==> src/rtl/f2u_pkg.sv <==
// Shared types for the float-to-unsigned truncating converter.
// Assumes: one operand class per input; the class set does not depend on width.
package f2u_pkg;

    // Operand classes produced by the unpacker
    typedef enum logic [2:0] {
        CLS_ZERO = 3'd0,
        CLS_SUB  = 3'd1,
        CLS_NORM = 3'd2,
        CLS_INF  = 3'd3,
        CLS_NAN  = 3'd4
    } f2u_cls_e;

    // Exception flags of one conversion
    typedef struct packed {
        logic invalid;
        logic inexact;
    } f2u_flags_t;

endpackage

==> src/rtl/f2u_unpack.sv <==
// Splits a binary floating-point operand into sign, biased exponent and
// significand (hidden bit restored for normals), and classifies it.
// Assumes: IEEE-754 style layout {sign, exponent, mantissa}; purely combinational.
module f2u_unpack
    import f2u_pkg::*;
#(
    parameter int EXP_W = 8,
    parameter int MAN_W = 23,
    localparam int FLT_W = 1 + EXP_W + MAN_W
) (
    input  logic [FLT_W-1:0] op,
    output logic             sign,
    output logic [EXP_W-1:0] exp,
    output logic [MAN_W:0]   sig,
    output f2u_cls_e         cls
);

    logic [MAN_W-1:0] frac;
    logic             exp_max;
    logic             exp_min;
    logic             frac_nz;

    // Field extraction
    always_comb begin
        sign    = op[FLT_W-1];
        exp     = op[FLT_W-2 -: EXP_W];
        frac    = op[MAN_W-1:0];
        exp_max = &exp;
        exp_min = ~|exp;
        frac_nz = |frac;
    end

    // Significand with hidden bit: set only for normal numbers
    always_comb begin
        sig = {~exp_min, frac};
    end

    // Operand classification
    always_comb begin
        if (exp_max)
            cls = frac_nz ? CLS_NAN : CLS_INF;
        else if (exp_min)
            cls = frac_nz ? CLS_SUB : CLS_ZERO;
        else
            cls = CLS_NORM;
    end

endmodule

==> src/rtl/f2u_trunc_shift.sv <==
// Aligns a normal significand to the integer binary point by a left shift of
// (exponent - bias), keeps the integer part and reports whether any set
// fraction bit was dropped. Also reports range: below one, or beyond INT_W bits.
// Assumes: the caller only uses the integer/lost outputs when the exponent is
// in range; out-of-range cases are resolved downstream.
module f2u_trunc_shift #(
    parameter int EXP_W = 8,
    parameter int MAN_W = 23,
    parameter int INT_W = 32,
    localparam int BIAS  = (1 << (EXP_W - 1)) - 1,
    localparam int SH_W  = $clog2(INT_W),
    localparam int EXT_W = INT_W + MAN_W + 1
) (
    input  logic [EXP_W-1:0] exp,
    input  logic [MAN_W:0]   sig,
    output logic [INT_W-1:0] int_val,
    output logic             frac_lost,
    output logic             below_one,
    output logic             too_big
);

    localparam logic [EXP_W-1:0] EXP_ONE = EXP_W'(BIAS);
    localparam logic [EXP_W-1:0] EXP_OVF = EXP_W'(BIAS + INT_W);

    logic [EXP_W-1:0] unb;
    logic [SH_W-1:0]  sh;
    logic [EXT_W-1:0] ext;

    // Range decisions on the biased exponent
    always_comb begin
        below_one = (exp < EXP_ONE);
        too_big   = (exp >= EXP_OVF);
    end

    // Shift amount, valid only when exponent is in range
    always_comb begin
        unb = exp - EXP_ONE;
        sh  = (below_one || too_big) ? '0 : unb[SH_W-1:0];
    end

    // Align significand: integer part above MAN_W, fraction below
    always_comb begin
        ext       = EXT_W'(sig) << sh;
        int_val   = ext[MAN_W +: INT_W];
        frac_lost = |ext[MAN_W-1:0];
    end

endmodule

==> src/rtl/f2u_flag_arb.sv <==
// Chooses the final integer and the single exception flag from the operand
// class, its sign and the shifter's range outputs. The sign is judged before
// truncation: any negative nonzero operand is invalid. Invalid masks inexact.
// Assumes: shifter outputs are meaningful only for CLS_NORM.
module f2u_flag_arb
    import f2u_pkg::*;
#(
    parameter int INT_W = 32
) (
    input  logic             sign,
    input  f2u_cls_e         cls,
    input  logic [INT_W-1:0] int_val,
    input  logic             frac_lost,
    input  logic             below_one,
    input  logic             too_big,
    output logic [INT_W-1:0] res,
    output f2u_flags_t       flags,
    output logic             clr
);

    localparam logic [INT_W-1:0] SAT_MAX = '1;

    f2u_flags_t raw;

    // Result and raw flag selection per class
    always_comb begin
        res = '0;
        raw = '{invalid: 1'b0, inexact: 1'b0};
        unique case (cls)
            CLS_NAN: begin
                raw.invalid = 1'b1;
            end
            CLS_INF: begin
                raw.invalid = 1'b1;
                res         = sign ? '0 : SAT_MAX;
            end
            CLS_ZERO: begin
                res = '0;
            end
            CLS_SUB: begin
                if (sign) raw.invalid = 1'b1;
                else      raw.inexact = 1'b1;
            end
            CLS_NORM: begin
                if (sign) begin
                    raw.invalid = 1'b1;
                end else if (too_big) begin
                    raw.invalid = 1'b1;
                    res         = SAT_MAX;
                end else if (below_one) begin
                    raw.inexact = 1'b1;
                end else begin
                    res         = int_val;
                    raw.inexact = frac_lost;
                end
            end
            default: begin
                raw.invalid = 1'b1;
            end
        endcase
    end

    // One-flag rule: invalid wins over inexact
    always_comb begin
        flags.invalid = raw.invalid;
        flags.inexact = raw.inexact & ~raw.invalid;
        clr           = ~(flags.invalid | flags.inexact);
    end

endmodule

==> src/rtl/f2u_trunc_conv.sv <==
// Float-to-unsigned converter with round-toward-zero and a single-cycle
// registered output. Unpack -> truncating shift -> flag arbitration -> register.
// Assumes: one operand per in_vld; outputs hold when no strobe arrives;
// synchronous active-low reset.
module f2u_trunc_conv
    import f2u_pkg::*;
#(
    parameter int EXP_W = 8,
    parameter int MAN_W = 23,
    parameter int INT_W = 32,
    localparam int FLT_W = 1 + EXP_W + MAN_W
) (
    input  logic             clk,
    input  logic             rst_n,
    input  logic             in_vld,
    input  logic [FLT_W-1:0] in_op,
    output logic             out_vld,
    output logic [INT_W-1:0] out_res,
    output logic             out_invalid,
    output logic             out_inexact,
    output logic             out_clr
);

    logic             u_sign;
    logic [EXP_W-1:0] u_exp;
    logic [MAN_W:0]   u_sig;
    f2u_cls_e         u_cls;

    logic [INT_W-1:0] s_int;
    logic             s_lost;
    logic             s_below;
    logic             s_big;

    logic [INT_W-1:0] a_res;
    f2u_flags_t       a_flags;
    logic             a_clr;

    f2u_unpack #(
        .EXP_W (EXP_W),
        .MAN_W (MAN_W)
    ) u_unpack (
        .op   (in_op),
        .sign (u_sign),
        .exp  (u_exp),
        .sig  (u_sig),
        .cls  (u_cls)
    );

    f2u_trunc_shift #(
        .EXP_W (EXP_W),
        .MAN_W (MAN_W),
        .INT_W (INT_W)
    ) u_shift (
        .exp       (u_exp),
        .sig       (u_sig),
        .int_val   (s_int),
        .frac_lost (s_lost),
        .below_one (s_below),
        .too_big   (s_big)
    );

    f2u_flag_arb #(
        .INT_W (INT_W)
    ) u_arb (
        .sign      (u_sign),
        .cls       (u_cls),
        .int_val   (s_int),
        .frac_lost (s_lost),
        .below_one (s_below),
        .too_big   (s_big),
        .res       (a_res),
        .flags     (a_flags),
        .clr       (a_clr)
    );

    // Output valid tracks the input strobe by one cycle
    always_ff @(posedge clk) begin
        if (!rst_n) out_vld <= 1'b0;
        else        out_vld <= in_vld;
    end

    // Capture result and flags on a strobe, hold otherwise
    always_ff @(posedge clk) begin
        if (!rst_n) begin
            out_res     <= '0;
            out_invalid <= 1'b0;
            out_inexact <= 1'b0;
            out_clr     <= 1'b0;
        end else if (in_vld) begin
            out_res     <= a_res;
            out_invalid <= a_flags.invalid;
            out_inexact <= a_flags.inexact;
            out_clr     <= a_clr;
        end
    end

endmodule

==> config.mk <==
export PLATFORM = sky130hd
export DESIGN_NAME = f2u_trunc_conv
export DESIGN_NICKNAME = d
export VERILOG_FILES = /design/src/rtl/f2u_pkg.sv /design/src/rtl/f2u_unpack.sv /design/src/rtl/f2u_trunc_shift.sv /design/src/rtl/f2u_flag_arb.sv /design/src/rtl/f2u_trunc_conv.sv
export SDC_FILE = /design/constraint.sdc
export NUM_CORES = 1
export LEC_CHECK = 0
export BUFFER_PORTS_ARGS = -buffer_cell sky130_fd_sc_hd__buf_2
export CORE_MARGIN = 4
export CORE_UTILIZATION = 55
export CTS_CLUSTER_SIZE = 14
export DETAILED_ROUTE_END_ITERATION = 6
export GPL_ROUTABILITY_DRIVEN = 0
export GPL_TIMING_DRIVEN = 0
export PLACE_DENSITY = 0.9
export SLEW_MARGIN = 20
export SYNTH_ARGS = -nofsm -noshare
export SYNTH_HDL_FRONTEND = slang
export SYNTH_SLANG_ARGS = --single-unit
==> constraint.sdc <==
create_clock -name clk -period 4.6 [get_ports clk]
set_input_delay 1.38 -clock clk [delete_from_list [all_inputs] [get_ports clk]]
set_output_delay 1.38 -clock clk [all_outputs]
set_load 0.05 [all_outputs]
Yosys cells after proc, flatten, opt, wreduce, memory -nomap -nowiden:

Cells that the tools add are included.

* output and inout port bits: 36
* bits in read-only memories: 0
* input bits: 35
* RAM bits: 0
* word-level logic and storage cells: 41
* register bits after elaboration: 36
* latch bits: 0
* memories kept: 0

* order comparisons: 2
* multiply operators: 0
* muxes and demuxes: 19
* equality and inequality tests: 3
* add/subtract/negate cells: 1
* div/mod/pow operators: 0
* shift operators: 1
* reduce and logical (&&, ||, !) cells: 6
* bitwise logic cells: 4

Operators with widths (number)
* 2-to-1 mux 32 bit: 4
* one-hot mux 32 bit (2 select lines): 1
* left shift 24 x 5 -> 55 bit: 1
* OR reduction 23 bit: 2
* 2-to-1 mux 3 bit: 3
* greater-or-equal comparator 8 bit, second input constant: 1
* < comparator 8 x 7 -> 1 bit, second input constant: 1
* 2-to-1 mux 1 bit: 8
* AND reduction 8 bit: 1
* OR reduction 8 bit: 1
* equality test 3 x 2 -> 1 bit, second input constant: 2
* 2-to-1 mux 5 bit: 1
* subtractor 5 bit, second input constant: 1
* equality test 3 x 1 -> 1 bit, second input constant: 1
* zero test 3 bit: 1
* one-hot mux 1 bit (3 select lines): 1
* NOT 1 bit: 2
* one-hot mux 1 bit (2 select lines): 1
* bitwise AND 1 bit: 1
* logical OR 1 bit: 1
* bitwise OR 1 bit: 1

Logic depth before layout (Yosys ltp):

* depth in word-level cells: 12
* gate-level depth with buffers: 13
* gate-level depth less buffers: 11

Cells and area by module:

A second synthesis with hierarchy kept.

* cells, all modules: 488
* area total of the unflattened synthesis: 4179.0 µm²

By module, submodules not included
* f2u_trunc_shift: sequential area each 0.0 µm², instances 1, cells an instance 238, area an instance 1826.8 µm²
* f2u_trunc_conv: sequential area each 720.7 µm², instances 1, cells an instance 114, area an instance 1378.8 µm²
* f2u_flag_arb: sequential area each 0.0 µm², instances 1, cells an instance 85, area an instance 616.8 µm²
* f2u_unpack: sequential area each 0.0 µm², instances 1, cells an instance 51, area an instance 356.6 µm²

Least setup slack after synthesis:

Ideal clock, no wire load.

* path kind: input-to-reg
* from: input in_op[23]
* to: register out_res[23]
* stages: 10
* setup time: 0.119 ns
* setup slack: 0.591 ns
* data arrival time: 3.890 ns
* required time: 4.481 ns
* path buffers: 1
* cells stage by stage: ha_1 -> and4_1 -> buf_2 -> mux2i_2 -> mux4_1 -> mux2i_1 -> nor2_1 -> a31oi_1 -> a21oi_1 -> o221a_2

* longest elaborated chain between the ends: 8
* elaborated cells on any way between the ends: 16
* those cells by class: 1 x add/sub; 2 x order compare; 2 x eq/ne; 1 x shift; 7 x mux; 3 x reduce/logical

Ends and longest elaborated chain
* start, declared: line f2u_trunc_conv.sv:16 `input logic [FLT_W-1:0] in_op,`
* < comparator 8 x 7 -> 1 bit or greater-or-equal comparator 8 bit (tied branches): line f2u_trunc_shift.sv:31, f2u_trunc_shift.sv:32
* logical OR 1 bit: line f2u_trunc_shift.sv:38 `sh = (below_one || too_big) ? '0 : unb[SH_W-1:0];`
* 2-to-1 mux 5 bit: line f2u_trunc_shift.sv:38
* left shift 24 x 5 -> 55 bit: line f2u_trunc_shift.sv:43 `ext = EXT_W'(sig) << sh;`
* 2-to-1 mux 32 bit: line f2u_flag_arb.sv:50 `end else if (below_one) begin`
* 2-to-1 mux 32 bit: line f2u_flag_arb.sv:47 `end else if (too_big) begin`
* 2-to-1 mux 32 bit: line f2u_flag_arb.sv:45 `if (sign) begin`
* one-hot mux 32 bit (2 select lines) (*): line f2u_flag_arb.sv:29 `unique case (cls)`
* end signal, assigned: line f2u_trunc_conv.sv:90 `out_res <= a_res;`
* end, declared: line f2u_trunc_conv.sv:18 `output logic [INT_W-1:0] out_res,`

Every way passes the cells marked *; elsewhere a longest branch is shown, timed or not.
A chain may end at the register's enable or synchronous reset.

Worst setup path after layout:

* from: input in_op[23]
* to: register out_res[17]

Same word-level chain as after synthesis.

==> results_dict.tcl <==
set metrics [dict create \
    p_per_area_mw_per_mm2 243 \
    synth-edff-count 0 \
    dp_cells 593 \
    timing.final.crit_share_pct 96.0 \
    drtPass1Iterations 7 \
    leakage_nw 1.73 \
    postSynthAreaPerCell_sq_um 7.57 \
    crit_path_frequent_cell "o21ai_0" \
    core_area_sq_mm 0.00596 \
    hold_path_class "reg2reg" \
    start_kind "input port" \
    synth-seq-area-share_pct 21.1 \
    design_area_sq_mm 0.00396 \
    ir_drop_uv 186 \
    syn_to_final_growth_pct 16.0 \
    path_max_fanout 10 \
    critPathCapture "out_res[17]" \
    tightest_slew_ns 0.663 \
    cts-root-buf "clkbuf_8" \
    final_max_slew_viol_count 0 \
    drtIter0Drc 763 \
    nets 562 \
    vias 4273 \
    final.min_clock_period_ns 4.42 \
    cts_htree_levels 2 \
    cp.arrival_ns 4.61 \
    num_io_pins 71 \
    grt_overflow_total 0 \
    route.detailed.drc 1 \
    routed_wl_microns 11600 \
    setup-tns-final_ns 0 \
    violations "DRC" \
    end_kind "flop" \
    cpPeakStageDelay_ns 0.50 \
    dieArea_sq_mm 0.00753 \
    synth_flop_cell "dfxtp_1" \
    slew_headroom_pct 55.5 \
    antenna_found_initial 0 \
    ys_top_cells_by_area "dfxtp_1, mux2i_1, o21ai_0" \
    rr_endpoint "out_inexact" \
    syn_nets 488 \
    synth.most_common_cell "nand2_1" \
    avgRoutedWirePerCell_microns 19.4 \
    insertion_delay_ns 0.29 \
    cts.sinks 36 \
    die_w_microns 86.8 \
    cts_buffers 5 \
    path_clk_slew_ns 0.07 \
    cts_tree "built" \
    synth_area_leader_cell "dfxtp_1" \
    grt_setup_unrepaired "false" \
    reg2reg_depth 3 \
    fmax_mhz 226 \
    path_class "in2reg" \
    netlist.area_leader.share_pct 21.1 \
    synth_area_sq_mm 0.00341 \
    n_antenna_cell 0 \
    setup_violations 0 \
    worstPathCellList "buf_2, inv_1, ha_1, nor4bb_1, mux2_2, buf_2, nand2_1, o21ai_0, o21ai_0, o21ai_0, a21oi_1, o221a_2" \
    grt_pass1_wl_microns 18700 \
    maxCapViolations 0 \
    netlist_instances 451 \
    yosysUniqueCellTypes 65 \
    vias_per_cell 7.11 \
    status "finished, violations left" \
    cts.path.max_buffers 2 \
    die_h_microns 86.8 \
    rows 28 \
    fin_worst_skew_ns 0 \
    crit_slowest_cell "o21ai_0" \
    layoutNonFillerInstCount 601 \
    r2r-start "out_inexact" \
    synthArstFlopShare_pct 0 \
    track_usage_pct 30.9 \
    hold_viol_final 0 \
    drive_gt1_share_pct 22.8 \
    postRouteAntennaNets 0 \
    place_hpwl_microns 8790 \
    port_buffers 67 \
    grt_max_degree 12 \
    first_global_vias 4000 \
    synth_common_cells "nand2_1, o21ai_0, nor2_1" \
    place_area_sq_mm 0.00384 \
    yosys_register_bits 36 \
    r2r_slack_ns 3.85 \
    start_util_pct 57.3 \
    startpoint "in_op[23]" \
    synth_warnings 0 \
    required_ns 4.79 \
]
## layout by cell type (no fill, tap or decap), drive strengths merged, types with 3 or more instances in the layout
cell type / netlist / final
and3: 4 / 4
and2: 4 / 4
a21o: 7 / 7
a211oi: 6 / 6
a31oi: 5 / 5
nand3: 18 / 18
buf: 20 / 87
nand2b: 3 / 3
nand2: 49 / 49
mux2: 5 / 5
dfxtp: 36 / 36
nor3: 10 / 10
a21oi: 39 / 39
mux2i: 38 / 38
a311oi: 4 / 4
o221a: 5 / 5
nor4: 7 / 7
o22ai: 5 / 5
o31ai: 4 / 4
inv: 3 / 3
or2: 3 / 3
clkbuf: 20 / 26
nor2: 48 / 48
o21ai: 51 / 51
a22oi: 3 / 3
mux4: 11 / 11
o211ai: 7 / 7
## timing repair
item                       in CTS  in global routing
setup endpoints to repair       0                  3
hold endpoints to repair        0                  0
buffers inserted                0                  0
hold buffers                    0                  0
gates resized for setup         0                  1
## metal layers
metal | vias to the layer above | share of wire [%] | global-route usage (%)
li1 | 1852 | - | -
met1 | 1918 | 36 | 39.2
met2 | 398 | 44 | 48.7
met3 | 105 | 14 | 8.27
met4 | 0 | 5.7 | 14.3
met5 | - | 0 | 0
## flip-flops by register name (all words and copies together), names as in the netlist
name and cells:
out_inexact 1, out_res 32, out_clr 1, out_vld 1, out_invalid 1
## final cells by class
cell class | instances | area (sq um)
Sequential cell | 36 | 721
Timing Repair Buffer | 67 | 335
Clock buffer | 6 | 72.6
Tap cell | 75 | 93.8
Clock inverter | 2 | 35.0
Fill cell | 507 | 2000
Buffer | 40 | 201
Inverter | 3 | 11.3
Multi-Input combinational cell | 372 | 2490
## report_power, final
part	switching, mW	internal [mW]	leakage, nW
Clock	0.109	0.161	0.0552
Sequential	0.00895	0.331	0.297
Combinational	0.239	0.111	1.38
## logic make-up (layout without fill, tap and decap cells)
kind of cell / after synthesis / count (layout) / share of synthesized area [%]
flops: 36 / 36 / 21.1
mux: 54 / 54 / 20.8
xor+xnor: 3 / 3 / 0.770
buf+inv: 43 / 118 / 6.23
fa+ha+maj: 2 / 2 / 0.733
simple gates: 161 / 161 / 22.4
compound gates: 152 / 152 / 27.9
## worst max-delay path, delay by kind of cell
| family | cells | cell delay (ns) |
|---|---|---|
| buffers and inverters | 3 | 0.47 |
| AOI/OAI and AO/OA | 5 | 1.54 |
| adders and majority gates | 1 | 0.34 |
| and+or+nand+nor | 2 | 0.54 |
| muxes | 1 | 0.34 |
## through the flow
step	util [%]	hold WS (ns)	worst slack (ns)	power [mW]
finish	66.4	0.477	0.182	0.961
global route	66.4	0.510	0.139	0.996
floorplan	-	0.692	0.591	0.586
CTS	66.3	0.479	0.183	0.950
detailed placement	64.5	0.469	-0.0816	0.681
global placement	64.5	0.461	-0.0705	0.675
## worst min-delay path by stage
stage | startpoint | cells past startpoint | to
2_1_floorplan | out_res[0] | 2 | out_res[0]
3_5_place_dp | out_res[16] | 1 | out_res[16]
3_3_place_gp | out_res[15] | 1 | out_res[15]
5_1_grt | out_res[16] | 1 | out_res[16]
4_1_cts | out_res[0] | 2 | out_res[0]
6_report | out_res[0] | 2 | out_res[0]
Note: power is estimated with default switching activity, not from simulation.
